--- src/rtl/trig_det_pkg.sv ---
package trig_det_pkg;
  localparam int ADDR_W = 5;
  localparam int DATA_W = 32;

  typedef enum logic [2:0] {
    IDX_LEVELS = 3'd0,
    IDX_RAW    = 3'd1,
    IDX_MASKED = 3'd2,
    IDX_CLEAR  = 3'd3,
    IDX_ENABLE = 3'd4,
    IDX_CLASS  = 3'd5,
    IDX_POL    = 3'd6,
    IDX_ANY    = 3'd7
  } regIdx_e;

  typedef struct packed {
    logic clrWr;
    logic sampleTick;
  } ctlStrobe_t;
endpackage

--- src/rtl/trig_det_ctrl.sv ---
module trig_det_ctrl
  import trig_det_pkg::*;
#(
  parameter int CHANNELS   = 8,
  parameter int SAMPLE_DIV = 1
) (
  input  logic                clk,
  input  logic                rstN,
  input  logic                regWr,
  input  logic [ADDR_W-1:0]   regAddr,
  input  logic [DATA_W-1:0]   regWdata,
  input  logic [CHANNELS-1:0] rawStatus,
  input  logic [CHANNELS-1:0] maskedStatus,
  input  logic [CHANNELS-1:0] levels,
  output logic [DATA_W-1:0]   regRdata,
  output logic [CHANNELS-1:0] enableQ,
  output logic [CHANNELS-1:0] classQ,
  output logic [CHANNELS-1:0] polQ,
  output logic [CHANNELS-1:0] anyQ,
  output ctlStrobe_t          strobes
);
  regIdx_e regIdx;
  logic    unusedBits;

  assign regIdx     = regIdx_e'(regAddr[ADDR_W-1:2]);
  assign unusedBits = ^{regAddr[1:0], regWdata[DATA_W-1:CHANNELS]};

  // configuration registers
  always_ff @(posedge clk) begin
    if (!rstN) begin
      enableQ <= '0;
      classQ  <= '0;
      polQ    <= '0;
      anyQ    <= '0;
    end else if (regWr) begin
      case (regIdx)
        IDX_ENABLE: enableQ <= regWdata[CHANNELS-1:0];
        IDX_CLASS:  classQ  <= regWdata[CHANNELS-1:0];
        IDX_POL:    polQ    <= regWdata[CHANNELS-1:0];
        IDX_ANY:    anyQ    <= regWdata[CHANNELS-1:0];
        default: ;
      endcase
    end
  end

  assign strobes.clrWr = regWr && (regIdx == IDX_CLEAR);

  // sample tick: every cycle, or a divided-down rate
  generate
    if (SAMPLE_DIV <= 1) begin : g_tick_full
      assign strobes.sampleTick = 1'b1;
    end else begin : g_tick_div
      localparam int TICK_W = $clog2(SAMPLE_DIV);
      logic [TICK_W-1:0] divCnt;
      always_ff @(posedge clk) begin
        if (!rstN) begin
          divCnt <= '0;
        end else if (divCnt == TICK_W'(SAMPLE_DIV - 1)) begin
          divCnt <= '0;
        end else begin
          divCnt <= divCnt + 1'b1;
        end
      end
      assign strobes.sampleTick = (divCnt == TICK_W'(SAMPLE_DIV - 1));
    end
  endgenerate

  // read mux
  always_comb begin
    regRdata = '0;
    case (regIdx)
      IDX_LEVELS: regRdata[CHANNELS-1:0] = levels;
      IDX_RAW:    regRdata[CHANNELS-1:0] = rawStatus;
      IDX_MASKED: regRdata[CHANNELS-1:0] = maskedStatus;
      IDX_CLEAR:  regRdata = '0;
      IDX_ENABLE: regRdata[CHANNELS-1:0] = enableQ;
      IDX_CLASS:  regRdata[CHANNELS-1:0] = classQ;
      IDX_POL:    regRdata[CHANNELS-1:0] = polQ;
      IDX_ANY:    regRdata[CHANNELS-1:0] = anyQ;
      default:    regRdata = '0;
    endcase
  end
endmodule

--- src/rtl/trig_det_path.sv ---
module trig_det_path
  import trig_det_pkg::*;
#(
  parameter int CHANNELS    = 8,
  parameter int SYNC_STAGES = 2
) (
  input  logic                clk,
  input  logic                rstN,
  input  ctlStrobe_t          strobes,
  input  logic [CHANNELS-1:0] clrBits,
  input  logic [CHANNELS-1:0] classQ,
  input  logic [CHANNELS-1:0] polQ,
  input  logic [CHANNELS-1:0] anyQ,
  input  logic [CHANNELS-1:0] chanIn,
  output logic [CHANNELS-1:0] levels,
  output logic [CHANNELS-1:0] rawStatus,
  output logic [CHANNELS-1:0] edgeHit,
  output logic                armed
);
  localparam int WARM   = SYNC_STAGES + 1;
  localparam int WARM_W = $clog2(WARM + 1);

  logic [SYNC_STAGES-1:0][CHANNELS-1:0] syncQ;
  logic [CHANNELS-1:0] curQ, prevQ;
  logic [CHANNELS-1:0] riseVec, fallVec, levelHit, clrVec;
  logic [WARM_W-1:0]   warmCnt;

  // synchroniser, clocked on the sample tick
  always_ff @(posedge clk) begin
    if (!rstN) begin
      syncQ <= '0;
      prevQ <= '0;
    end else if (strobes.sampleTick) begin
      syncQ <= {syncQ[SYNC_STAGES-2:0], chanIn};
      prevQ <= curQ;
    end
  end

  assign curQ   = syncQ[SYNC_STAGES-1];
  assign levels = curQ;

  // warm-up: wait until the previous sample holds a real value
  always_ff @(posedge clk) begin
    if (!rstN) begin
      warmCnt <= '0;
    end else if (strobes.sampleTick && !armed) begin
      warmCnt <= warmCnt + 1'b1;
    end
  end

  assign armed   = (warmCnt == WARM_W'(WARM));
  assign riseVec = curQ & ~prevQ;
  assign fallVec = ~curQ & prevQ;
  assign clrVec  = {CHANNELS{strobes.clrWr}} & clrBits;

  generate
    for (genvar i = 0; i < CHANNELS; i++) begin : g_chan
      logic edgeSel;
      logic levelSel;

      assign edgeSel  = anyQ[i] ? (riseVec[i] | fallVec[i])
                               : (polQ[i] ? riseVec[i] : fallVec[i]);
      assign levelSel = polQ[i] ? curQ[i] : ~curQ[i];

      assign edgeHit[i]  = armed & strobes.sampleTick & edgeSel &
                           (anyQ[i] | ~classQ[i]);
      assign levelHit[i] = armed & levelSel & classQ[i] & ~anyQ[i];

      always_ff @(posedge clk) begin
        if (!rstN) begin
          rawStatus[i] <= 1'b0;
        end else if (classQ[i] && !anyQ[i]) begin
          rawStatus[i] <= levelHit[i] & ~clrVec[i];
        end else begin
          rawStatus[i] <= (rawStatus[i] & ~clrVec[i]) | edgeHit[i];
        end
      end
    end
  endgenerate
endmodule

--- src/rtl/intr_trigger_det.sv ---
module intr_trigger_det
  import trig_det_pkg::*;
#(
  parameter int CHANNELS    = 8,
  parameter int SYNC_STAGES = 2,
  parameter int SAMPLE_DIV  = 1
) (
  input  logic                clk,
  input  logic                rstN,
  input  logic                regWr,
  input  logic [ADDR_W-1:0]   regAddr,
  input  logic [DATA_W-1:0]   regWdata,
  input  logic [CHANNELS-1:0] chanIn,
  output logic [DATA_W-1:0]   regRdata,
  output logic                irqOut
);
  ctlStrobe_t          strobes;
  logic [CHANNELS-1:0] enableQ, classQ, polQ, anyQ;
  logic [CHANNELS-1:0] rawStatus, maskedStatus, levels, edgeHit;
  logic                armed;

  assign maskedStatus = rawStatus & enableQ;
  assign irqOut       = |maskedStatus;

  trig_det_ctrl #(
    .CHANNELS  (CHANNELS),
    .SAMPLE_DIV(SAMPLE_DIV)
  ) u_ctrl (
    .clk         (clk),
    .rstN        (rstN),
    .regWr       (regWr),
    .regAddr     (regAddr),
    .regWdata    (regWdata),
    .rawStatus   (rawStatus),
    .maskedStatus(maskedStatus),
    .levels      (levels),
    .regRdata    (regRdata),
    .enableQ     (enableQ),
    .classQ      (classQ),
    .polQ        (polQ),
    .anyQ        (anyQ),
    .strobes     (strobes)
  );

  trig_det_path #(
    .CHANNELS   (CHANNELS),
    .SYNC_STAGES(SYNC_STAGES)
  ) u_path (
    .clk      (clk),
    .rstN     (rstN),
    .strobes  (strobes),
    .clrBits  (regWdata[CHANNELS-1:0]),
    .classQ   (classQ),
    .polQ     (polQ),
    .anyQ     (anyQ),
    .chanIn   (chanIn),
    .levels   (levels),
    .rawStatus(rawStatus),
    .edgeHit  (edgeHit),
    .armed    (armed)
  );
endmodule

--- config.mk ---
export PLATFORM = sky130hd
export DESIGN_NAME = intr_trigger_det
export DESIGN_NICKNAME = d
export VERILOG_FILES = /design/src/rtl/trig_det_pkg.sv /design/src/rtl/trig_det_ctrl.sv /design/src/rtl/trig_det_path.sv /design/src/rtl/intr_trigger_det.sv
export SDC_FILE = /design/constraint.sdc
export NUM_CORES = 1
export LEC_CHECK = 0
export ABC_AREA = 0
export BUFFER_PORTS_ARGS = -buffer_cell sky130_fd_sc_hd__buf_2
export CAP_MARGIN = 20
export CORE_MARGIN = 10
export CORE_UTILIZATION = 25
export CTS_BUF_LIST = sky130_fd_sc_hd__clkbuf_16
export DETAILED_ROUTE_END_ITERATION = 12
export PLACE_DENSITY = 0.51
export SYNTH_ARGS = -nofsm -noshare
export SYNTH_HDL_FRONTEND = slang
export SYNTH_SLANG_ARGS = --single-unit
--- constraint.sdc ---
create_clock -name clk -period 1.3 [get_ports clk]
set_input_delay 0.26 -clock clk [delete_from_list [all_inputs] [get_ports clk]]
set_output_delay 0.26 -clock clk [all_outputs]
set_load 0.02 [all_outputs]
Word-level counts from Yosys, hierarchy flattened
Cells that the tools add are included.
Word-level totals
  memories kept: 0
  logic and storage cells: 199
  input port bits: 48
  bits in writable memories: 0
  output and inout bits: 33
  ROM bits: 0
  bits in registers: 66
  bits in latches: 0
Operators by class
  reductions and logical operators: 23
  add/sub/neg operators: 1
  mux-type cells: 33
  divide/modulo/power cells: 0
  bitwise gates (word level): 118
  shifts and indexed selects: 0
  $mul: 0
  $lt $le $gt $ge: 0
  eq/ne operators: 8
Operators by type and width (number)
  case mux 8 bit (8 select lines): 1
  bitwise AND 1 bit: 56
  bitwise AND 8 bit: 4
  two-way mux 1 bit: 32
  NOT 1 bit: 32
  OR 1 bit: 24
  NOT 8 bit: 2
  == test 3 bit, second input constant: 4
  logical AND 1 bit: 9
  logical NOT 1 bit: 8
  AND reduction 2 bit: 4
  OR reduction 8 bit: 1
  == test 3 x 2 -> 1 bit, second input constant: 2
  == test 3 x 1 -> 1 bit, second input constant: 1
  logical NOT 3 bit: 1
  adder 2 x 1 -> 2 bit, second input constant: 1
  == test 2 bit, second input constant: 1

Depth between registers and ports, before layout
  depth in word-level cells: 8
  gate-level depth with buffers: 6

Cells and area by module
From an unflattened synthesis, not the netlist that was laid out.
Second synthesis, totals
  cell total of the unflattened synthesis: 452
  area total of the unflattened synthesis: 4220.3 um^2
Modules (own cells, without submodules)
  trig_det_path: cells an instance 218, area an instance 2153.3 um^2, instances 1
  trig_det_ctrl: cells an instance 223, area an instance 1993.2 um^2, instances 1
  intr_trigger_det: cells an instance 11, area an instance 73.8 um^2, instances 1

Worst setup path after synthesis
Ideal clock, no wire load.
  kind: input-to-output
  start point: in regAddr[4]
  end point: out regRdata[1]
  path buffers: 3
  path slack: -0.148 ns
  stages: 6
  arrival time: 1.188 ns
  cell sequence: buf_6 buf_12 buf_12 mux2i_1 o211ai_1 o221a_1
On the way
  word-level cells in the longest chain between the ends: 2
  elaborated cells between the ends (all ways): 9
  classes of those cells: eq/ne: 7; mux: 1; reduce/logical: 1
RTL lines
  start: declaration: RTL line intr_trigger_det.sv:11  | input logic [ADDR_W-1:0] regAddr,
  == test 3 bit, or another cell as far along: RTL line trig_det_ctrl.sv:71  | case (regIdx)
  case mux 8 bit (8 select lines) (*): RTL line trig_det_ctrl.sv:71
  end: declaration: RTL line intr_trigger_det.sv:14  | output logic [DATA_W-1:0] regRdata,
Every way passes the cells marked *; elsewhere a longest branch is shown, timed or not.

Worst setup path after layout
  start point: reg u_ctrl.enableQ[4]
  end point: out irqOut
On the way
  word-level cells in the longest chain between the ends: 2
RTL lines
  start: declaration: RTL line trig_det_ctrl.sv:16  | output logic [CHANNELS-1:0] enableQ,
  start signal: assignment: RTL line trig_det_ctrl.sv:37  | IDX_ENABLE: enableQ <= regWdata[CHANNELS-1:0];
  bitwise AND 8 bit: RTL line intr_trigger_det.sv:22  | assign maskedStatus = rawStatus & enableQ;
  OR reduction 8 bit: RTL line intr_trigger_det.sv:23  | assign irqOut = |maskedStatus;
  end: declaration: RTL line intr_trigger_det.sv:15  | output logic irqOut
Every way passes these cells.

==> impl_metrics.env <==
export IMPL_status="complete, but fails checks"
export IMPL_violations="setup timing"
export IMPL_synthFlopType="dfxtp_1"
export IMPL_grt_antenna_before_repair=0
export IMPL_ios=81
export IMPL_coreArea_um2=15100
export IMPL_finalClockSkew_ns=0.0112
export IMPL_fin_crit_sh_pct=140
export IMPL_drt_iter0_markers=153
export IMPL_p_sw_mw=1.31
export IMPL_diodes=0
export IMPL_pwr_share_seq_pct=42.9
export IMPL_h_tree_depth=3
export IMPL_worst_hold_slack_ns=0.122
export IMPL_synth_edf_count=0
export IMPL_critPathBufInv=2
export IMPL_leakage_nw=1.98
export IMPL_yosys_warnings=0
export IMPL_crit_family="compound AO/OA/AOI/OAI gates"
export IMPL_cts_tree="yes"
export IMPL_finalNetCount=576
export IMPL_min_path_type="in2reg"
export IMPL_critical_path_max_stage_delay_ns=0.31
export IMPL_die_y_um=144
export IMPL_critPathSlowestCell="dfxtp_1"
export IMPL_ys_seq_area_share_pct=34.6
export IMPL_p_comb_share_pct=14.4
export IMPL_rsz0062_at_grt="true"
export IMPL_grt_pass1_wl_um=16500
export IMPL_setup_ws_ns=-0.516
export IMPL_cts_sinks=66
export IMPL_first_pass_iters=4
export IMPL_yosysMostFrequentCell="dfxtp_1"
export IMPL_cp_cell_sequence="a22o_1, a221oi_2, buf_4, nand4_1, buf_6"
export IMPL_drc=0
export IMPL_start_kind="flip-flop"
export IMPL_final_hold_violation_count=0
export IMPL_worstPathArrival_ns=1.56
export IMPL_wl_per_cell_um=14.8
export IMPL_die_width_um=144
export IMPL_power_density_nw_per_um2=1000
export IMPL_cp_required_ns=1.04
export IMPL_synth_common_cells="dfxtp_1 (66), nand2_1 (63), buf_4 (27)"
export IMPL_p_clk_share_pct=42.7
export IMPL_synth_top_cell_area_share_pct=34.6
export IMPL_start_util_pct=25.3
export IMPL_clk_path_buf_depth=2
export IMPL_hpwlAfterDp_um=7930
export IMPL_vias_per_cell=4.50
export IMPL_num_vias=3159
export IMPL_clkTransAtPathRegs_ns=0.05
export IMPL_swShare_pct=26.3
export IMPL_ir_drop_mv=0.525
export IMPL_grt_max_degree=38
export IMPL_drv_cap=0
export IMPL_register_area_um2=1340
export IMPL_ys_ff_latch=66
export IMPL_synth_cell_types=49
export IMPL_drtAntennaViolNets=0
export IMPL_cts_buffers=9
export IMPL_layout_drive_gt1_share_pct=29.6
export IMPL_fp_row_count=45
export IMPL_synth_avg_cell_area_um2=9.07
export IMPL_synth_area_um2=3820
export IMPL_gp_congestion=0.829
export IMPL_clk_latency_ns=0.34
export IMPL_multi_input_comb_area_um2=2230
export IMPL_dieArea_um2=20600
export IMPL_grtUsageTotal_pct=10.4
export IMPL_io_buffers=30
export IMPL_ys_async_sr_fraction_pct=0
export IMPL_setup_violations=9
export IMPL_path_class="reg2out"
export IMPL_fmax_mhz=551
export IMPL_p_total_mw=4.97
export IMPL_finalMaxSlewViolations=0
export IMPL_fin_crit_ns=1.82
export IMPL_fill_cells=1579
export IMPL_cts_root_buffer="clkbuf_16"
export IMPL_hold_buffers=0
export IMPL_end_kind="output pin"
export IMPL_syn2layout_area_growth_pct=30.1
export IMPL_fin_util_pct=32.9
export IMPL_netlist_top_cells_area="dfxtp_1 (35%), mux2i_1 (6.3%), nand2_1 (6.2%)"
export IMPL_critPathMaxFanout=2
export IMPL_grt_pass1_vias=3081
export IMPL_finalWirelength_um=10400
export IMPL_power_internal_mw=3.66
export IMPL_syn_inst=421
export IMPL_synth_largest_area_cell="dfxtp_1"
export IMPL_overflow=0
[final cells by class]
cell class | count | share of cell area (%)
clock inverters | 5 | 0.479
inverters | 21 | 1.59
clock buffers | 9 | 4.53
multi-input cells | 307 | 44.8
flip-flops and latches | 66 | 27.0
well taps | 188 | 4.74
repair buffers | 106 | 16.8
[state kept, by name (all words and copies together), names as in the netlist]
name / cells
u_path.rawStatus: 8
u_path.syncQ: 8
u_ctrl.anyQ: 8
u_path.levels: 8
u_ctrl.enableQ: 8
u_path.prevQ: 8
u_ctrl.classQ: 8
u_ctrl.polQ: 8
u_path.warmCnt: 2
[repair_timing]
action                                  in CTS  in global routing
pin swaps                                   10                  7
setup buffers                                0                  2
gates resized for setup                     39                 15
hold endpoints to repair                     0                  0
endpoints found under the setup margin      10                 17
[logic make-up (layout without fill, tap and decap cells)]
family,after synthesis,after routing,synth area share (%)
DFF,66,66,34.6
muxes,24,24,6.29
AOI/OAI and AO/OA,80,80,17.3
and+or+nand+nor,153,153,22.4
adders and majority gates,17,17,5.57
buffers and inverters,71,141,11.7
xor gates and xnor gates,9,9,2.07
other,1,24,0.0982
[cells in the final DEF, fill, tap and decap left out, types with 7 or more instances in the layout]
cell	instances
and2_1	25
a21boi_0	23
buf_2	20
a32o_1	8
nor2b_1	10
nand2b_1	18
o2bb2ai_1	7
xor2_1	8
nand2_1	62
buf_4	70
buf_6	12
nand3b_1	12
inv_1	21
o31ai_1	9
mux2i_1	23
conb_1	24
dfxtp_2	8
ha_1	16
clkbuf_16	9
dfxtp_1	55
[metal layers]
layer  track usage (%)  wire length (um)  up-vias
met4              4.94               227        0
met1              12.6              4630     1477
met3              2.67               677       16
met5                 0                 0        -
li1                  -                 -     1588
met2              16.7              4830       78
[through the flow]
step / worst slack [ns] / TNS, ns / instances / area (um2)
finish: -0.516 / -3.34 / 702 / 4970
global route: -0.607 / -3.89 / 702 / 4970
CTS: -0.550 / -3.54 / 700 / 4910
detailed placement: -0.484 / -11.72 / 686 / 4550
global placement: -0.485 / -11.21 / 686 / 4550
floorplan: -0.145 / -0.776 / 444 / 3940
[power groups by stage]
stage | logic (mW) | registers [mW] | clock network (mW)
6_report | 0.718 | 2.13 | 2.12
5_1_grt | 0.788 | 2.14 | 2.27
4_1_cts | 0.715 | 2.14 | 2.18
3_5_place_dp | 0.678 | 2.18 | 0
3_3_place_gp | 0.664 | 2.18 | 0
2_1_floorplan | 0.475 | 2.18 | 0
[worst paths after layout]
kind | from | to | slack (ns) | cells after the start
worst max-delay path | u_ctrl.enableQ[4]$_SDFFE_PN0P_ | irqOut | -0.52 | 5
worst min-delay path | chanIn[7] | u_path.syncQ[7]$_SDFF_PN0_ | 0.12 | 2
worst max register to register | u_path.levels[4]$_SDFF_PN0_ | u_path.rawStatus[4]$_SDFF_PN0_ | 0.07 | 5
worst min register to register | u_path.syncQ[3]$_SDFF_PN0_ | u_path.levels[3]$_SDFF_PN0_ | 0.43 | 1
Power figures use the tool's default switching activity.
